**src/rtl/rx_lock_pkg.sv**
```systemverilog
// Shared types for the receive lock monitor.
package rx_lock_pkg;

    // Supervisor states: acquiring, locked, timed fallback, forced reference.
    typedef enum logic [1:0] {
        ST_ACQ   = 2'd0,
        ST_LOCK  = 2'd1,
        ST_HOLD  = 2'd2,
        ST_FORCE = 2'd3
    } lk_state_e;

endpackage

```
**src/rtl/rx_lock_runlen.sv**
```systemverilog
// Run-length watcher.
// Counts consecutive identical valid bits and pulses run_viol for one cycle
// on the valid bit that makes the run RUN_MAX+1 bits long.
// Assumes: bit_vld is a single-cycle strobe per received bit.
module rx_lock_runlen #(
    parameter int RUN_MAX = 128
) (
    input  logic clk,
    input  logic rst_n,
    input  logic bit_in,
    input  logic bit_vld,
    output logic run_viol
);
    localparam int RW = $clog2(RUN_MAX + 2);

    logic          last_q;
    logic [RW-1:0] run_q;
    logic          same;

    // Bit continues the current run only if a run has started.
    assign same     = (run_q != '0) && (bit_in == last_q);
    assign run_viol = bit_vld && same && (run_q == RW'(RUN_MAX));

    // Track last bit and saturating run length; restart on every transition.
    always_ff @(posedge clk) begin
        if (!rst_n) begin
            last_q <= 1'b0;
            run_q  <= '0;
        end else if (bit_vld) begin
            last_q <= bit_in;
            if (!same)
                run_q <= RW'(1);
            else if (run_q != '1)
                run_q <= run_q + RW'(1);
        end
    end
endmodule

```
**src/rtl/rx_lock_freqwin.sv**
```systemverilog
// Frequency window comparator.
// Counts recovered ticks across 2^WIN_LOG2 reference ticks. At the closing
// reference tick it raises win_done, and win_bad when the count is off
// nominal by more than FREQ_TOL.
// Assumes: clr restarts an empty window; counts saturate on a stalled reference.
module rx_lock_freqwin #(
    parameter int WIN_LOG2 = 14,
    parameter int FREQ_TOL = 10
) (
    input  logic clk,
    input  logic rst_n,
    input  logic clr,
    input  logic ref_tick,
    input  logic rec_tick,
    output logic win_done,
    output logic win_bad
);
    localparam int             CW  = WIN_LOG2 + 2;
    localparam logic [CW-1:0]  NOM = CW'(1) << WIN_LOG2;

    logic [WIN_LOG2-1:0] ref_q;
    logic [CW-1:0]       rec_q;
    logic [CW-1:0]       rec_nxt;
    logic [CW-1:0]       err;

    // Recovered count including this cycle's tick, saturating.
    assign rec_nxt  = (rec_tick && (rec_q != '1)) ? rec_q + CW'(1) : rec_q;
    assign win_done = ref_tick && (&ref_q) && !clr;

    // Absolute count error against the nominal window length.
    always_comb begin
        err     = (rec_nxt >= NOM) ? (rec_nxt - NOM) : (NOM - rec_nxt);
        win_bad = win_done && (err > CW'(FREQ_TOL));
    end

    // Advance both counters; empty the recovered count at each window close.
    always_ff @(posedge clk) begin
        if (!rst_n || clr) begin
            ref_q <= '0;
            rec_q <= '0;
        end else begin
            if (ref_tick)
                ref_q <= ref_q + WIN_LOG2'(1);
            rec_q <= win_done ? '0 : rec_nxt;
        end
    end
endmodule

```
**src/rtl/rx_lock_fsm.sv**
```systemverilog
// Lock supervisor state machine.
// Declares lock after two consecutive clean windows. Drops to a timed
// reference hold on a run violation or a bad window, and returns to
// acquisition after HOLD_TICKS reference ticks. A low force input overrides.
// Assumes: force_ref_n is already synchronous to clk.
module rx_lock_fsm
    import rx_lock_pkg::*;
#(
    parameter int HOLD_TICKS = 250
) (
    input  logic clk,
    input  logic rst_n,
    input  logic force_ref_n,
    input  logic ref_tick,
    input  logic run_viol,
    input  logic win_done,
    input  logic win_bad,
    output logic locked,
    output logic ref_sel,
    output logic win_clr
);
    localparam int HW = $clog2(HOLD_TICKS + 1);

    lk_state_e     state_q, state_d;
    logic          good_q, good_d;
    logic [HW-1:0] hold_q, hold_d;
    logic          fault;

    assign fault = run_viol || (win_done && win_bad);

    // Next-state and counter logic; the force input takes priority.
    always_comb begin
        state_d = state_q;
        good_d  = good_q;
        hold_d  = hold_q;
        if (!force_ref_n) begin
            state_d = ST_FORCE;
            good_d  = 1'b0;
            hold_d  = '0;
        end else begin
            case (state_q)
                ST_FORCE: begin
                    state_d = ST_ACQ;
                    good_d  = 1'b0;
                end
                ST_ACQ: begin
                    if (fault)
                        good_d = 1'b0;
                    else if (win_done) begin
                        if (good_q) begin
                            state_d = ST_LOCK;
                            good_d  = 1'b0;
                        end else
                            good_d = 1'b1;
                    end
                end
                ST_LOCK: begin
                    if (fault) begin
                        state_d = ST_HOLD;
                        hold_d  = '0;
                    end
                end
                default: begin
                    if (ref_tick) begin
                        if (hold_q == HW'(HOLD_TICKS - 1)) begin
                            state_d = ST_ACQ;
                            hold_d  = '0;
                        end else
                            hold_d = hold_q + HW'(1);
                    end
                end
            endcase
        end
    end

    // State and counter registers.
    always_ff @(posedge clk) begin
        if (!rst_n) begin
            state_q <= ST_ACQ;
            good_q  <= 1'b0;
            hold_q  <= '0;
        end else begin
            state_q <= state_d;
            good_q  <= good_d;
            hold_q  <= hold_d;
        end
    end

    assign locked  = (state_q == ST_LOCK);
    assign ref_sel = (state_q == ST_HOLD) || (state_q == ST_FORCE);
    assign win_clr = (state_q == ST_HOLD) || (state_q == ST_FORCE);
endmodule

```
**src/rtl/rx_lock_monitor.sv**
```systemverilog
// Receive lock monitor with reference fallback (top).
// Combines the run-length watcher, the frequency window comparator and the
// supervisor. Outputs come straight from the supervisor's state register.
// Assumes: all inputs are synchronous to clk; ticks are single-cycle strobes.
module rx_lock_monitor #(
    parameter int RUN_MAX    = 128,
    parameter int WIN_LOG2   = 14,
    parameter int FREQ_TOL   = 10,
    parameter int HOLD_TICKS = 250
) (
    input  logic clk,
    input  logic rst_n,
    input  logic rx_bit,
    input  logic rx_bit_vld,
    input  logic ref_tick,
    input  logic force_ref_n,
    output logic locked,
    output logic ref_sel
);
    logic run_viol;
    logic win_done;
    logic win_bad;
    logic win_clr;

    rx_lock_runlen #(.RUN_MAX(RUN_MAX)) u_runlen (
        .clk      (clk),
        .rst_n    (rst_n),
        .bit_in   (rx_bit),
        .bit_vld  (rx_bit_vld),
        .run_viol (run_viol)
    );

    rx_lock_freqwin #(.WIN_LOG2(WIN_LOG2), .FREQ_TOL(FREQ_TOL)) u_freqwin (
        .clk      (clk),
        .rst_n    (rst_n),
        .clr      (win_clr),
        .ref_tick (ref_tick),
        .rec_tick (rx_bit_vld),
        .win_done (win_done),
        .win_bad  (win_bad)
    );

    rx_lock_fsm #(.HOLD_TICKS(HOLD_TICKS)) u_fsm (
        .clk         (clk),
        .rst_n       (rst_n),
        .force_ref_n (force_ref_n),
        .ref_tick    (ref_tick),
        .run_viol    (run_viol),
        .win_done    (win_done),
        .win_bad     (win_bad),
        .locked      (locked),
        .ref_sel     (ref_sel),
        .win_clr     (win_clr)
    );
endmodule

```
**config.mk**
```make
export PLATFORM = sky130hd
export DESIGN_NAME = rx_lock_monitor
export DESIGN_NICKNAME = d
export VERILOG_FILES = /design/src/rtl/rx_lock_pkg.sv /design/src/rtl/rx_lock_runlen.sv /design/src/rtl/rx_lock_freqwin.sv /design/src/rtl/rx_lock_fsm.sv /design/src/rtl/rx_lock_monitor.sv
export SDC_FILE = /design/constraint.sdc
export NUM_CORES = 1
export LEC_CHECK = 0
export BUFFER_PORTS_ARGS = -buffer_cell sky130_fd_sc_hd__buf_2
export CAP_MARGIN = 20
export CORE_MARGIN = 2
export CORE_UTILIZATION = 32
export CTS_CLUSTER_DIAMETER = 60
export DETAILED_ROUTE_END_ITERATION = 12
export PLACE_DENSITY_LB_ADDON = 0.05
export SYNTH_ARGS = -nofsm -noshare
export SYNTH_HDL_FRONTEND = slang
export SYNTH_SLANG_ARGS = --single-unit
```
**constraint.sdc**
```tcl
create_clock -name clk -period 4.2 [get_ports clk]
set_clock_uncertainty 0.15 [all_clocks]
set_input_delay 0.42 -clock clk [delete_from_list [all_inputs] [get_ports clk]]
set_output_delay 0.42 -clock clk [all_outputs]
set_load 0.01 [all_outputs]
```
==> results of run 1 <==
==> cells by family (layout without fill, tap and decap cells) <==
| logic type | count (synthesis) | in the layout | share of synthesized area, % |
|---|---|---|---|
| muxes | 11 | 11 | 3.36 |
| DFF | 50 | 50 | 29.2 |
| adders and majority gates | 13 | 13 | 4.75 |
| xor gates and xnor gates | 22 | 22 | 5.84 |
| and+or+nand+nor | 204 | 204 | 33.5 |
| AOI/OAI and AO/OA | 93 | 93 | 18.0 |
| buffers and inverters | 42 | 76 | 5.37 |
==> synth_stat cells (7+ instances only) <==
library cell	number	area (sq um)
a21oi_1	22	110
and3_1	10	62.6
buf_2	12	60.1
clkbuf_1	7	26.3
dfxtp_1	50	1000
ha_1	13	163
inv_1	20	75.1
mux2i_1	7	70.1
nand2_1	32	120
nand3_1	19	95.1
nand4_1	16	100
nor2_1	57	214
nor3_1	10	50.1
nor4_1	10	62.6
o21ai_0	23	115
or3_1	9	56.3
xor2_1	15	131
==> sequential cells by signal (all words and copies together), names as in the netlist <==
signal           count
u_runlen.last_q      1
u_runlen.run_q       8
u_fsm.good_q         1
u_fsm.state_q        2
u_freqwin.ref_q     14
u_fsm.hold_q         8
u_freqwin.rec_q     16
==> worst reg2reg max path, cell delays in order (launching register included) <==
cell       delay [ns]
dfxtp_1          0.46
nand4_4          0.27
nor4_4           0.37
mux2_2           0.41
inv_1            0.09
ha_1             0.16
inv_1            0.05
or4b_1           0.54
a2111oi_2        0.33
nor3_1           0.12
a21oi_1          0.14
and4_4           0.25
nand2_1          0.06
or4_4            0.43
a21oi_2          0.14
==> through the flow <==
stage               TNS, ns  std cells  power [W]  cell area, sq um
finish                    0        605   0.000973              4020
global route        -0.0510        605    0.00103              4020
CTS                       0        603   0.000972              3910
detailed placement  -0.0623        596   0.000676              3820
global placement          0        596   0.000678              3820
floorplan                 0        435   0.000626              3430
==> how the worst max path moves through the flow <==
stage,start,end,slack (ns)
2_1_floorplan,u_freqwin.rec_q[1],u_fsm.good_q,0.04
3_3_place_gp,u_freqwin.rec_q[0],u_fsm.state_q[0],0.05
3_5_place_dp,u_freqwin.rec_q[0],u_fsm.good_q,-0.04
4_1_cts,u_freqwin.rec_q[0],u_fsm.good_q,0.04
5_1_grt,u_freqwin.rec_q[4],u_fsm.good_q,-0.03
6_report,u_freqwin.rec_q[8],u_fsm.good_q,0.16
==> metal layers <==
| layer | vias to the layer above | wire, microns |
|---|---|---|
| met2 | 45 | 4510 |
| met4 | 0 | 57 |
| met1 | 1586 | 4490 |
| li1 | 1660 | - |
| met5 | - | 0 |
| met3 | 5 | 316 |
==> what timing repair did <==
action	4_1_cts	5_1_grt
endpoints found under the setup margin	2	11
setup buffers	0	2
pin swaps	0	9
gates resized for setup	1	19
==> where the power goes <==
part | internal [W] | switching [W] | total, W
clock | 0.000116 | 0.000174 | 0.000290
sequential | 0.000482 | 0.00000746 | 0.000489
combinational | 0.0000832 | 0.000111 | 0.000194
==> cell type report <==
| cell class | count | area share (%) |
|---|---|---|
| Timing Repair Buffer | 49 | 8.73 |
| Clock buffer | 5 | 1.71 |
| Sequential cell | 50 | 24.9 |
| Inverter | 20 | 1.87 |
| Clock inverter | 2 | 0.343 |
| Tap cell | 136 | 4.24 |
| Multi-Input combinational cell | 343 | 58.2 |
==> key figures, run 1 <==
CTS
  • CTS Root Buffer Type: clkbuf_8
  • CTS Hold Bufs: 0
  • CTS tree: built
  • CTS sink cnt: 50
  • Max clock buf depth: 2
  • Clock edge transition at the registers on the reported setup and hold paths: 0.10 ns
  • Source-to-sink clock delay at the later pin of the worst-skew pair: 0.31 ns
  • H-tree depth: 2
  • CTS buffer count: 5

Cells and area
  • Most common library cell in the layout ignoring fill and taps: nor2_1
  • Reg area: 0.00100 sq mm
  • Antenna cells: 0
  • # nets final: 488
  • Fraction of layout instances using a drive strength above 1: 19.0%
  • Area used by multi-input combinational logic: 0.00234 sq mm
  • Number of filler instances in the final layout: 1088
  • Post-synthesis to final-layout area growth: 17.2%
  • Most frequent cells in the layout: 57 x nor2_1, 50 x dfxtp_1, 42 x buf_4
  • Final core occ: 38.7%

Flow run
  • Number of max-cap violations: 0

Synth
  • Fraction of synthesis flops using an asynchronous set or reset pin: 0%
  • Flip-flop and latch count after synthesis: 50
  • Distinct cells, synth: 68
  • Number of flops mapped to enable cells by yosys: 0
  • Post-synthesis cell area: 0.00343 sq mm
  • Instance count of the mapped netlist: 435
  • Mean Syn Cell Area: 7.88 sq um
  • Dominant register cell in the synthesized netlist: dfxtp_1
  • Number of nets produced by synthesis: 454
  • Sequential element share of the synthesized area: 29.2%
  • Synthesis Warnings: 0

GRT
  • Top Usage Layer GRT: met2
  • Met3 global-route usage: 2.06%
  • Pin count of the biggest net entering global routing: 17
  • Global router's overall resource usage: 16.7%
  • Global routing met2 resource utilization: 28.1%
  • Number of global-route vias before repair: 3122
  • Remaining global-route overflow: 0
  • Grt met1 use: 23.0%
  • Initial antenna violation count: 0
  • First-pass GRT wire length: 15.5 mm

Die
  • Area of the die: 0.0116 sq mm
  • Die extent in y: 107 microns
  • Number of primary I/O pins: 8
  • Core area: 0.0104 sq mm
  • Die X: 107 microns
  • # rows: 37
  • Initial Utilization: 33.0%

Drt
  • Initial drt markers: 219
  • DRC violation count after routing: 0
  • Routed vias/inst: 5.45
  • Wire length reported by the detailed router: 9.38 mm
  • Wire length per cell: 15.5 microns
  • Total vias in the final route: 3296
  • Number of routed nets with antenna violations: 0
  • Number of detailed-routing iterations run before antenna repair: 5

Setup path
  • Max stage delay cell, worst path: or4b_1
  • Kind of capture point of the worst setup path: register
  • Required time at the endpoint of the critical path: 4.30 ns
  • Maximum fanout along the worst path: 9
  • FF-to-FF path depth: 14
  • Critical path buffers and inverters: 2
  • Worst Path Class, Setup: reg2reg
  • Category of cells accounting for the largest share of critical-path delay: simple AND/OR/NAND/NOR gates
  • Cell with the most instances on the worst path: inv_1
  • FF-to-FF End: u_fsm.good_q
  • Cells along the critical path: nand4_4 -> nor4_4 -> mux2_2 -> inv_1 -> ha_1 -> inv_1 -> or4b_1 -> a2111oi_2 -> nor3_1 -> a21oi_1 -> and4_4 -> nand2_1 -> or4_4 -> a21oi_2
  • Worst path arrival time: 4.14 ns
  • Reg-to-reg critical path startpoint: u_freqwin.rec_q[8]
  • Nature of the critical path startpoint: register
  • Largest incremental delay on the critical path: 0.54 ns
  • R2R Setup Slk: 0.16 ns
  • CP Depth: 14

STA
  • Max Fclk: 248 MHz
  • Actual transition at the worst max-transition pin: 0.694 ns
  • Worst hold margin: 0.205 ns
  • Final worst setup slack: 0.161 ns
  • Relative slew slack: 52.4%
  • Fin crit share: 96.2%
  • Endpoints failing hold: 0
  • Total setup violations reported at the end of the flow: 0
  • Max Slew Vio Count: 0
  • Shortest period the worst path allows: 4.04 ns

Power
  • Power density relative to cell area: 242 mW/mm^2
  • Pleak: 1.55 nW
  • Max rail drop VDD: 0.000129 V

Placed design
  • Detailed placement HPWL: 7.13 mm
  • Count of port buffers added during placement: 7
  • Final weighted congestion in routability-driven placement: 0.855
  • Pre-CTS WS: -0.0405 ns

Status
  • Outcome: completed

Worst hold path
  • Worst min-delay path startpoint: force_ref_n
  • Worst hold path cell count: 2
  • Hold-critical path endpoint: u_fsm.state_q[0]
  • Worst hold path type: in2reg
(Power assumes the default switching activity.)
==> inputs of run 2 (changes only) <==
CORE_UTILIZATION = 45   (was 32)
==> key figures, run 2 (same netlist as run 1, synthesis figures left out) <==
Status
  • Outcome: completed (unchanged)

Cells and area
  • Number of filler instances in the final layout: 699 (was 1088)
  • Antenna cells: 0 (unchanged)
  • Fraction of layout instances using a drive strength above 1: 22.6% (was 19.0%)
  • Register ranked first by flip-flop count: u_freqwin.rec_q (unchanged)
  • Post-synthesis to final-layout area growth: 19.2% (was 17.2%)
  • # nets final: 488 (unchanged)
  • Most frequent cells in the layout: 57 x nor2_1, 44 x dfxtp_1, 41 x buf_4 (was 57 x nor2_1, 50 x dfxtp_1, 42 x buf_4)
  • Max reg flops: 16 (unchanged)
  • Most common library cell in the layout ignoring fill and taps: nor2_1 (unchanged)
  • Largest registers: u_freqwin.rec_q (16), u_freqwin.ref_q (14) (unchanged)

Power
  • Proportion of power drawn by the clock network: 34.3% (was 29.8%)
  • Power share of the sequential group: 46.6% (was 50.3%)
  • Internal power of the cells: 0.000749 W (was 0.000681 W)
  • Power density relative to cell area: 258 mW/mm^2 (was 242 mW/mm^2)
  • Fraction of power spent switching nets: 28.8% (was 30.0%)
  • Pleak: 1.57 nW (was 1.55 nW)
  • Max rail drop VDD: 0.000182 V (was 0.000129 V)
  • Comb power frac: 19.1% (was 19.9%)
  • Switching Power: 0.000303 W (was 0.000292 W)

Setup path
  • Required time at the endpoint of the critical path: 4.30 ns (about the same)
  • Max stage delay cell, worst path: or4_1 (was or4b_1)
  • Nature of the critical path startpoint: register (unchanged)
  • Worst path arrival time: 4.16 ns (was 4.14 ns)
  • FF-to-FF End: u_fsm.good_q (unchanged)
  • Worst Path Class, Setup: reg2reg (unchanged)
  • Reg-to-reg critical path startpoint: u_freqwin.rec_q[1] (was u_freqwin.rec_q[8])
  • Kind of capture point of the worst setup path: register (unchanged)
  • Maximum fanout along the worst path: 5 (was 9)
  • Largest incremental delay on the critical path: 0.52 ns (was 0.54 ns)
  • FF-to-FF path depth: 17 (was 14)
  • Cells along the critical path: ha_4 -> nand4_1 -> or2_4 -> o31ai_4 -> mux2_4 -> inv_4 -> ha_4 -> o21ai_2 -> a21oi_4 -> o211ai_1 -> nor4_2 -> o311ai_2 -> nor4_2 -> and4_4 -> nand2_1 -> or4_1 -> a21oi_1 (was nand4_4 -> nor4_4 -> mux2_2 -> inv_1 -> ha_1 -> inv_1 -> or4b_1 -> a2111oi_2 -> nor3_1 -> a21oi_1 -> and4_4 -> nand2_1 -> or4_4 -> a21oi_2)
  • R2R Setup Slk: 0.14 ns (was 0.16 ns)

Die
  • Initial Utilization: 46.7% (was 33.0%)
  • Die X: 91.3 microns (was 107 microns)
  • Die extent in y: 91.3 microns (was 107 microns)
  • Core area: 0.00733 sq mm (was 0.0104 sq mm)
  • Number of primary I/O pins: 8 (unchanged)
  • Area of the die: 0.00833 sq mm (was 0.0116 sq mm)
  • # rows: 31 (was 37)

STA
  • Total setup violations reported at the end of the flow: 0 (unchanged)
  • Fin crit share: 96.7% (was 96.2%)
  • Max Fclk: 246 MHz (was 248 MHz)
  • Relative slew slack: 49.2% (was 52.4%)
  • Final worst setup slack: 0.138 ns (was 0.161 ns)
  • Unrepaired setup endpoints after global routing: true
  • Endpoints failing hold: 0 (unchanged)
  • Max Slew Vio Count: 0 (unchanged)
  • Actual transition at the worst max-transition pin: 0.741 ns (was 0.694 ns)
  • Worst hold margin: 0.187 ns (was 0.205 ns)
  • Shortest period the worst path allows: 4.06 ns (was 4.04 ns)
  • Total negative slack: 0 ns (unchanged)

GRT
  • Pin count of the biggest net entering global routing: 18 (was 17)
  • Number of global-route vias before repair: 3094 (was 3122)
  • Remaining global-route overflow: 0 (unchanged)
  • Global router's overall resource usage: 21.6% (was 16.7%)
  • Initial antenna violation count: 0 (unchanged)
  • First-pass GRT wire length: 14.8 mm (was 15.5 mm)

Flow run
  • Number of max-cap violations: 0 (unchanged)

Drt
  • DRC violation count after routing: 0 (unchanged)
  • Wire length reported by the detailed router: 9.05 mm (was 9.38 mm)
  • Wire length per cell: 15.9 microns (was 15.5 microns)
  • Number of detailed-routing iterations run before antenna repair: 5 (unchanged)
  • Routed vias/inst: 5.83 (was 5.45)
  • Number of routed nets with antenna violations: 0 (unchanged)
  • Initial drt markers: 154 (was 219)
  • Total vias in the final route: 3320 (was 3296)

CTS
  • Clock edge transition at the registers on the reported setup and hold paths: 0.11 ns (was 0.10 ns)
  • CTS Root Buffer Type: clkbuf_8 (unchanged)
  • Max clock buf depth: 2 (unchanged)
  • CTS Hold Bufs: 0 (unchanged)
  • CTS buffer count: 5 (unchanged)
  • Source-to-sink clock delay at the later pin of the worst-skew pair: 0.31 ns (about the same)
  • CTS tree: built (unchanged)
  • H-tree depth: 2 (unchanged)
  • CTS sink cnt: 50 (unchanged)

Placed design
  • Detailed placement HPWL: 6.64 mm (was 7.13 mm)
  • Count of port buffers added during placement: 7 (unchanged)
  • Final weighted congestion in routability-driven placement: 0.881 (was 0.855)
  • Pre-CTS WS: -0.0905 ns (was -0.0405 ns)

Worst hold path
  • Hold-critical path endpoint: u_fsm.state_q[0] (unchanged)
  • Worst hold path type: in2reg (unchanged)
  • Worst hold path cell count: 2 (unchanged)
  • Worst min-delay path startpoint: force_ref_n (unchanged)
-- run 2: cell types whose count changed in the layout (fill, tap and decap cells not counted), sizes merged --
cell / previous run / this run
clkinvlp: 0 / 1
bufinv: 0 / 1
clkinv: 1 / 0
-- run 2: timing repair --
item                                    in CTS  in global routing
buffers inserted                             0                  5
endpoints found under the setup margin       5                 11
pin swaps                                    0                 13
gates resized for setup                      3                 38
endpoints found under the hold margin        0                  0
gates cloned                                 0                  0
-- run 2: final cells by class --
| cell class | instances | area [sq um] | area share, % |
|---|---|---|---|
| clock buffer | 5 | 68.8 | 1.68 |
| clock inverter | 3 | 48.8 | 1.19 |
| timing repair buffer | 49 | 354 | 8.67 |
| tap | 99 | 124 | 3.03 |
| sequential | 50 | 1010 | 24.7 |
| multi-input combinational | 343 | 2400 | 58.8 |
| inverter | 20 | 77.6 | 1.90 |
-- run 2: worst max-delay path: cells and delay by family (launching register included) --
kind,cells,cell delay [ns]
buf+inv,1,0.07
mux,1,0.36
compound gates,6,0.91
simple gates,7,1.86
fa+ha+maj,2,0.27
flops,1,0.37
-- run 2: worst max-delay path by stage --
| stage | to | start | depth (start not counted) |
|---|---|---|---|
| after floorplan | u_fsm.good_q | u_freqwin.rec_q[1] | 19 |
| after global placement | u_fsm.good_q | u_freqwin.rec_q[0] | 17 |
| after detailed placement | u_fsm.good_q | u_freqwin.rec_q[0] | 17 |
| after CTS | u_fsm.good_q | u_freqwin.rec_q[0] | 17 |
| after global routing | u_fsm.good_q | u_freqwin.rec_q[1] | 17 |
| final | u_fsm.good_q | u_freqwin.rec_q[1] | 17 |
-- run 2: through the flow --
stage                     utilization, %  instance area (sq um)  std cells  power (W)
after floorplan                        -                   3430        435   0.000626
after global placement              51.2                   3750        556   0.000668
after detailed placement            51.2                   3750        556   0.000669
after CTS                           53.0                   3880        564    0.00103
after global routing                55.7                   4090        569    0.00110
final                               55.7                   4090        569    0.00105
-- run 2: metal layers --
metal / track usage [%] / share of wire, % / up-vias
met5: 0 / 0 / -
met2: 35.8 / 48 / 71
li1: - / - / 1660
met4: 6.44 / 1.9 / 0
met3: 3.49 / 3.6 / 17
met1: 28.8 / 47 / 1572
-- run 2: power by group through the flow --
stage                     clock network, W  registers [W]  logic (W)
after floorplan                          0       0.000499   0.000127
after CTS                         0.000373       0.000489   0.000171
after global routing              0.000387       0.000492   0.000222
after global placement                   0       0.000500   0.000169
final                             0.000361       0.000490   0.000201
after detailed placement                 0       0.000500   0.000169
==> inputs of run 3 (changes only) <==
RECOVER_POWER = 50   (was default)
==> key figures, run 3 (same netlist as run 1, synthesis figures left out) <==
Status
  • Outcome: completed (unchanged)

Die
  • Core area: 0.00733 sq mm (unchanged)
  • Area of the die: 0.00833 sq mm (unchanged)
  • Die extent in y: 91.3 microns (unchanged)
  • # rows: 31 (unchanged)
  • Number of primary I/O pins: 8 (unchanged)
  • Initial Utilization: 46.7% (unchanged)
  • Die X: 91.3 microns (unchanged)

Drt
  • Initial drt markers: 159 (was 154)
  • Wire length reported by the detailed router: 9.04 mm (was 9.05 mm)
  • Number of routed nets with antenna violations: 0 (unchanged)
  • Total vias in the final route: 3311 (was 3320)
  • Routed vias/inst: 5.82 (was 5.83)
  • DRC violation count after routing: 0 (unchanged)
  • Wire length per cell: 15.9 microns (about the same)
  • Number of detailed-routing iterations run before antenna repair: 4 (was 5)

Power
  • Pleak: 1.56 nW (was 1.57 nW)
  • Power density relative to cell area: 258 mW/mm^2 (about the same)
  • Total Power Consumption: 0.00105 W (about the same)
  • Max rail drop VDD: 0.000182 V (about the same)

Setup path
  • Max stage delay cell, worst path: or4_1 (unchanged)
  • Critical path buffers and inverters: 1 (unchanged)
  • FF-to-FF path depth: 17 (unchanged)
  • Category of cells accounting for the largest share of critical-path delay: simple AND/OR/NAND/NOR gates (unchanged)
  • Maximum fanout along the worst path: 5 (unchanged)
  • Kind of capture point of the worst setup path: register (unchanged)
  • Nature of the critical path startpoint: register (unchanged)
  • Worst Path Class, Setup: reg2reg (unchanged)
  • Worst path arrival time: 4.16 ns (about the same)
  • Largest incremental delay on the critical path: 0.52 ns (about the same)
  • Required time at the endpoint of the critical path: 4.30 ns (about the same)
  • Cells along the critical path: ha_4 -> nand4_1 -> or2_4 -> o31ai_4 -> mux2_4 -> inv_4 -> ha_4 -> o21ai_2 -> a21oi_4 -> o211ai_1 -> nor4_2 -> o311ai_2 -> nor4_2 -> and4_4 -> nand2_1 -> or4_1 -> a21oi_1 (unchanged)
  • Reg-to-reg critical path startpoint: u_freqwin.rec_q[1] (unchanged)
  • FF-to-FF End: u_fsm.good_q (unchanged)
  • R2R Setup Slk: 0.14 ns (about the same)

STA
  • Final worst setup slack: 0.136 ns (was 0.138 ns)
  • Total setup violations reported at the end of the flow: 0 (unchanged)
  • Shortest period the worst path allows: 4.06 ns (about the same)
  • Total negative slack: 0 ns (unchanged)
  • Max Fclk: 246 MHz (about the same)
  • Max Slew Vio Count: 0 (unchanged)
  • Fin crit share: 96.8% (was 96.7%)
  • Unrepaired setup endpoints after global routing: true (unchanged)
  • Relative slew slack: 49.2% (unchanged)
  • Endpoints failing hold: 0 (unchanged)
  • Actual transition at the worst max-transition pin: 0.741 ns (unchanged)

Flow run
  • Number of max-cap violations: 0 (unchanged)

Cells and area
  • Largest registers: u_freqwin.rec_q (16), u_freqwin.ref_q (14) (unchanged)
  • Most common library cell in the layout ignoring fill and taps: nor2_1 (unchanged)
  • Antenna cells: 0 (unchanged)
  • Max reg flops: 16 (unchanged)
  • Register ranked first by flip-flop count: u_freqwin.rec_q (unchanged)
  • Fraction of layout instances using a drive strength above 1: 22.1% (was 22.6%)
  • Final core occ: 55.7% (about the same)
  • Most frequent cells in the layout: 57 x nor2_1, 44 x dfxtp_1, 41 x buf_4 (unchanged)
  • Post-synthesis to final-layout area growth: 19.2% (about the same)
  • Final Instance Area: 0.00408 sq mm (was 0.00409 sq mm)
  • # nets final: 488 (unchanged)

CTS
  • CTS Root Buffer Type: clkbuf_8 (unchanged)
  • CTS buffer count: 5 (unchanged)
  • H-tree depth: 2 (unchanged)
  • Max clock buf depth: 2 (unchanged)
  • Source-to-sink clock delay at the later pin of the worst-skew pair: 0.31 ns (about the same)
  • Clock edge transition at the registers on the reported setup and hold paths: 0.11 ns (about the same)
  • CTS sink cnt: 50 (unchanged)
  • CTS tree: built (unchanged)

GRT
  • First-pass GRT wire length: 14.8 mm (unchanged)
  • Pin count of the biggest net entering global routing: 18 (unchanged)
  • Number of global-route vias before repair: 3094 (unchanged)
  • Global router's overall resource usage: 21.6% (unchanged)
  • Initial antenna violation count: 0 (unchanged)
  • Remaining global-route overflow: 0 (unchanged)

Worst hold path
  • Hold-critical path endpoint: u_fsm.state_q[0] (unchanged)
  • Worst hold path cell count: 2 (unchanged)
  • Worst hold path type: in2reg (unchanged)
  • Worst min-delay path startpoint: force_ref_n (unchanged)

Placed design
  • Dpl cell area: 0.00375 sq mm (unchanged)
  • Detailed placement HPWL: 6.64 mm (unchanged)
  • Count of port buffers added during placement: 7 (unchanged)
  • Pre-CTS WS: -0.0905 ns (unchanged)
  • Final weighted congestion in routability-driven placement: 0.881 (unchanged)
[run 3: cell types whose count changed in the layout (fill, tap and decap cells not counted), sizes merged]
| cell | before | now |
|---|---|---|
| buf | 49 | 47 |
| clkbuf | 5 | 7 |
[run 3: per-layer routing]
| metal | vias to the layer above | share of wire (%) | GRT usage [%] |
|---|---|---|---|
| met3 | 17 | 3.6 | 3.49 |
| li1 | 1660 | - | - |
| met5 | - | 0 | 0 |
| met4 | 0 | 1.9 | 6.44 |
| met2 | 73 | 47 | 35.8 |
| met1 | 1561 | 47 | 28.8 |
[run 3: worst reg2reg max path, cell delays in order (launching register included)]
cell and delay [ns]:
dfxtp_2 0.37, ha_4 0.13, nand4_1 0.15, or2_4 0.32, o31ai_4 0.28, mux2_4 0.36
inv_4 0.07, ha_4 0.14, o21ai_2 0.06, a21oi_4 0.17, o211ai_1 0.14, nor4_2 0.32
o311ai_2 0.13, nor4_2 0.24, and4_4 0.27, nand2_1 0.05, or4_1 0.52, a21oi_1 0.13
[run 3: stage by stage]
step | instances | hold WS (ns)
detailed placement | 556 | 0.314
global route | 569 | 0.190
global placement | 556 | 0.308
CTS | 564 | 0.178
finish | 569 | 0.187
floorplan | 435 | 0.289
[run 3: worst max-delay path by stage]
stage / from / endpoint / slack (ns) / depth (start not counted)
floorplan: u_freqwin.rec_q[1] / u_fsm.good_q / 0.04 / 19
global placement: u_freqwin.rec_q[0] / u_fsm.good_q / 0.05 / 17
detailed placement: u_freqwin.rec_q[0] / u_fsm.good_q / -0.09 / 17
CTS: u_freqwin.rec_q[0] / u_fsm.good_q / 0.02 / 17
global route: u_freqwin.rec_q[1] / u_fsm.good_q / -0.11 / 17
finish: u_freqwin.rec_q[1] / u_fsm.good_q / 0.14 / 17
[run 3: layout make-up]
cell class | count | area (sq um)
clock buffers | 5 | 68.8
clock inverters | 3 | 48.8
fillers | 701 | 3250
inverters | 20 | 77.6
multi-input cells | 343 | 2400
flip-flops and latches | 50 | 1010
well taps | 99 | 124
repair buffers | 49 | 352
[run 3: where the power goes]
part / switching (W) / internal, W
Clock: 0.000180 / 0.000182
Sequential: 0.00000817 / 0.000482
Combinational: 0.000115 / 0.0000847
Total: 0.000303 / 0.000749
[run 3: timing repair]
item                       4_1_cts  5_1_grt
buffers inserted                 0        5
setup endpoints to repair        5       11
gates resized for setup          3       38
hold buffers                     0        0
pin swaps                        0       13
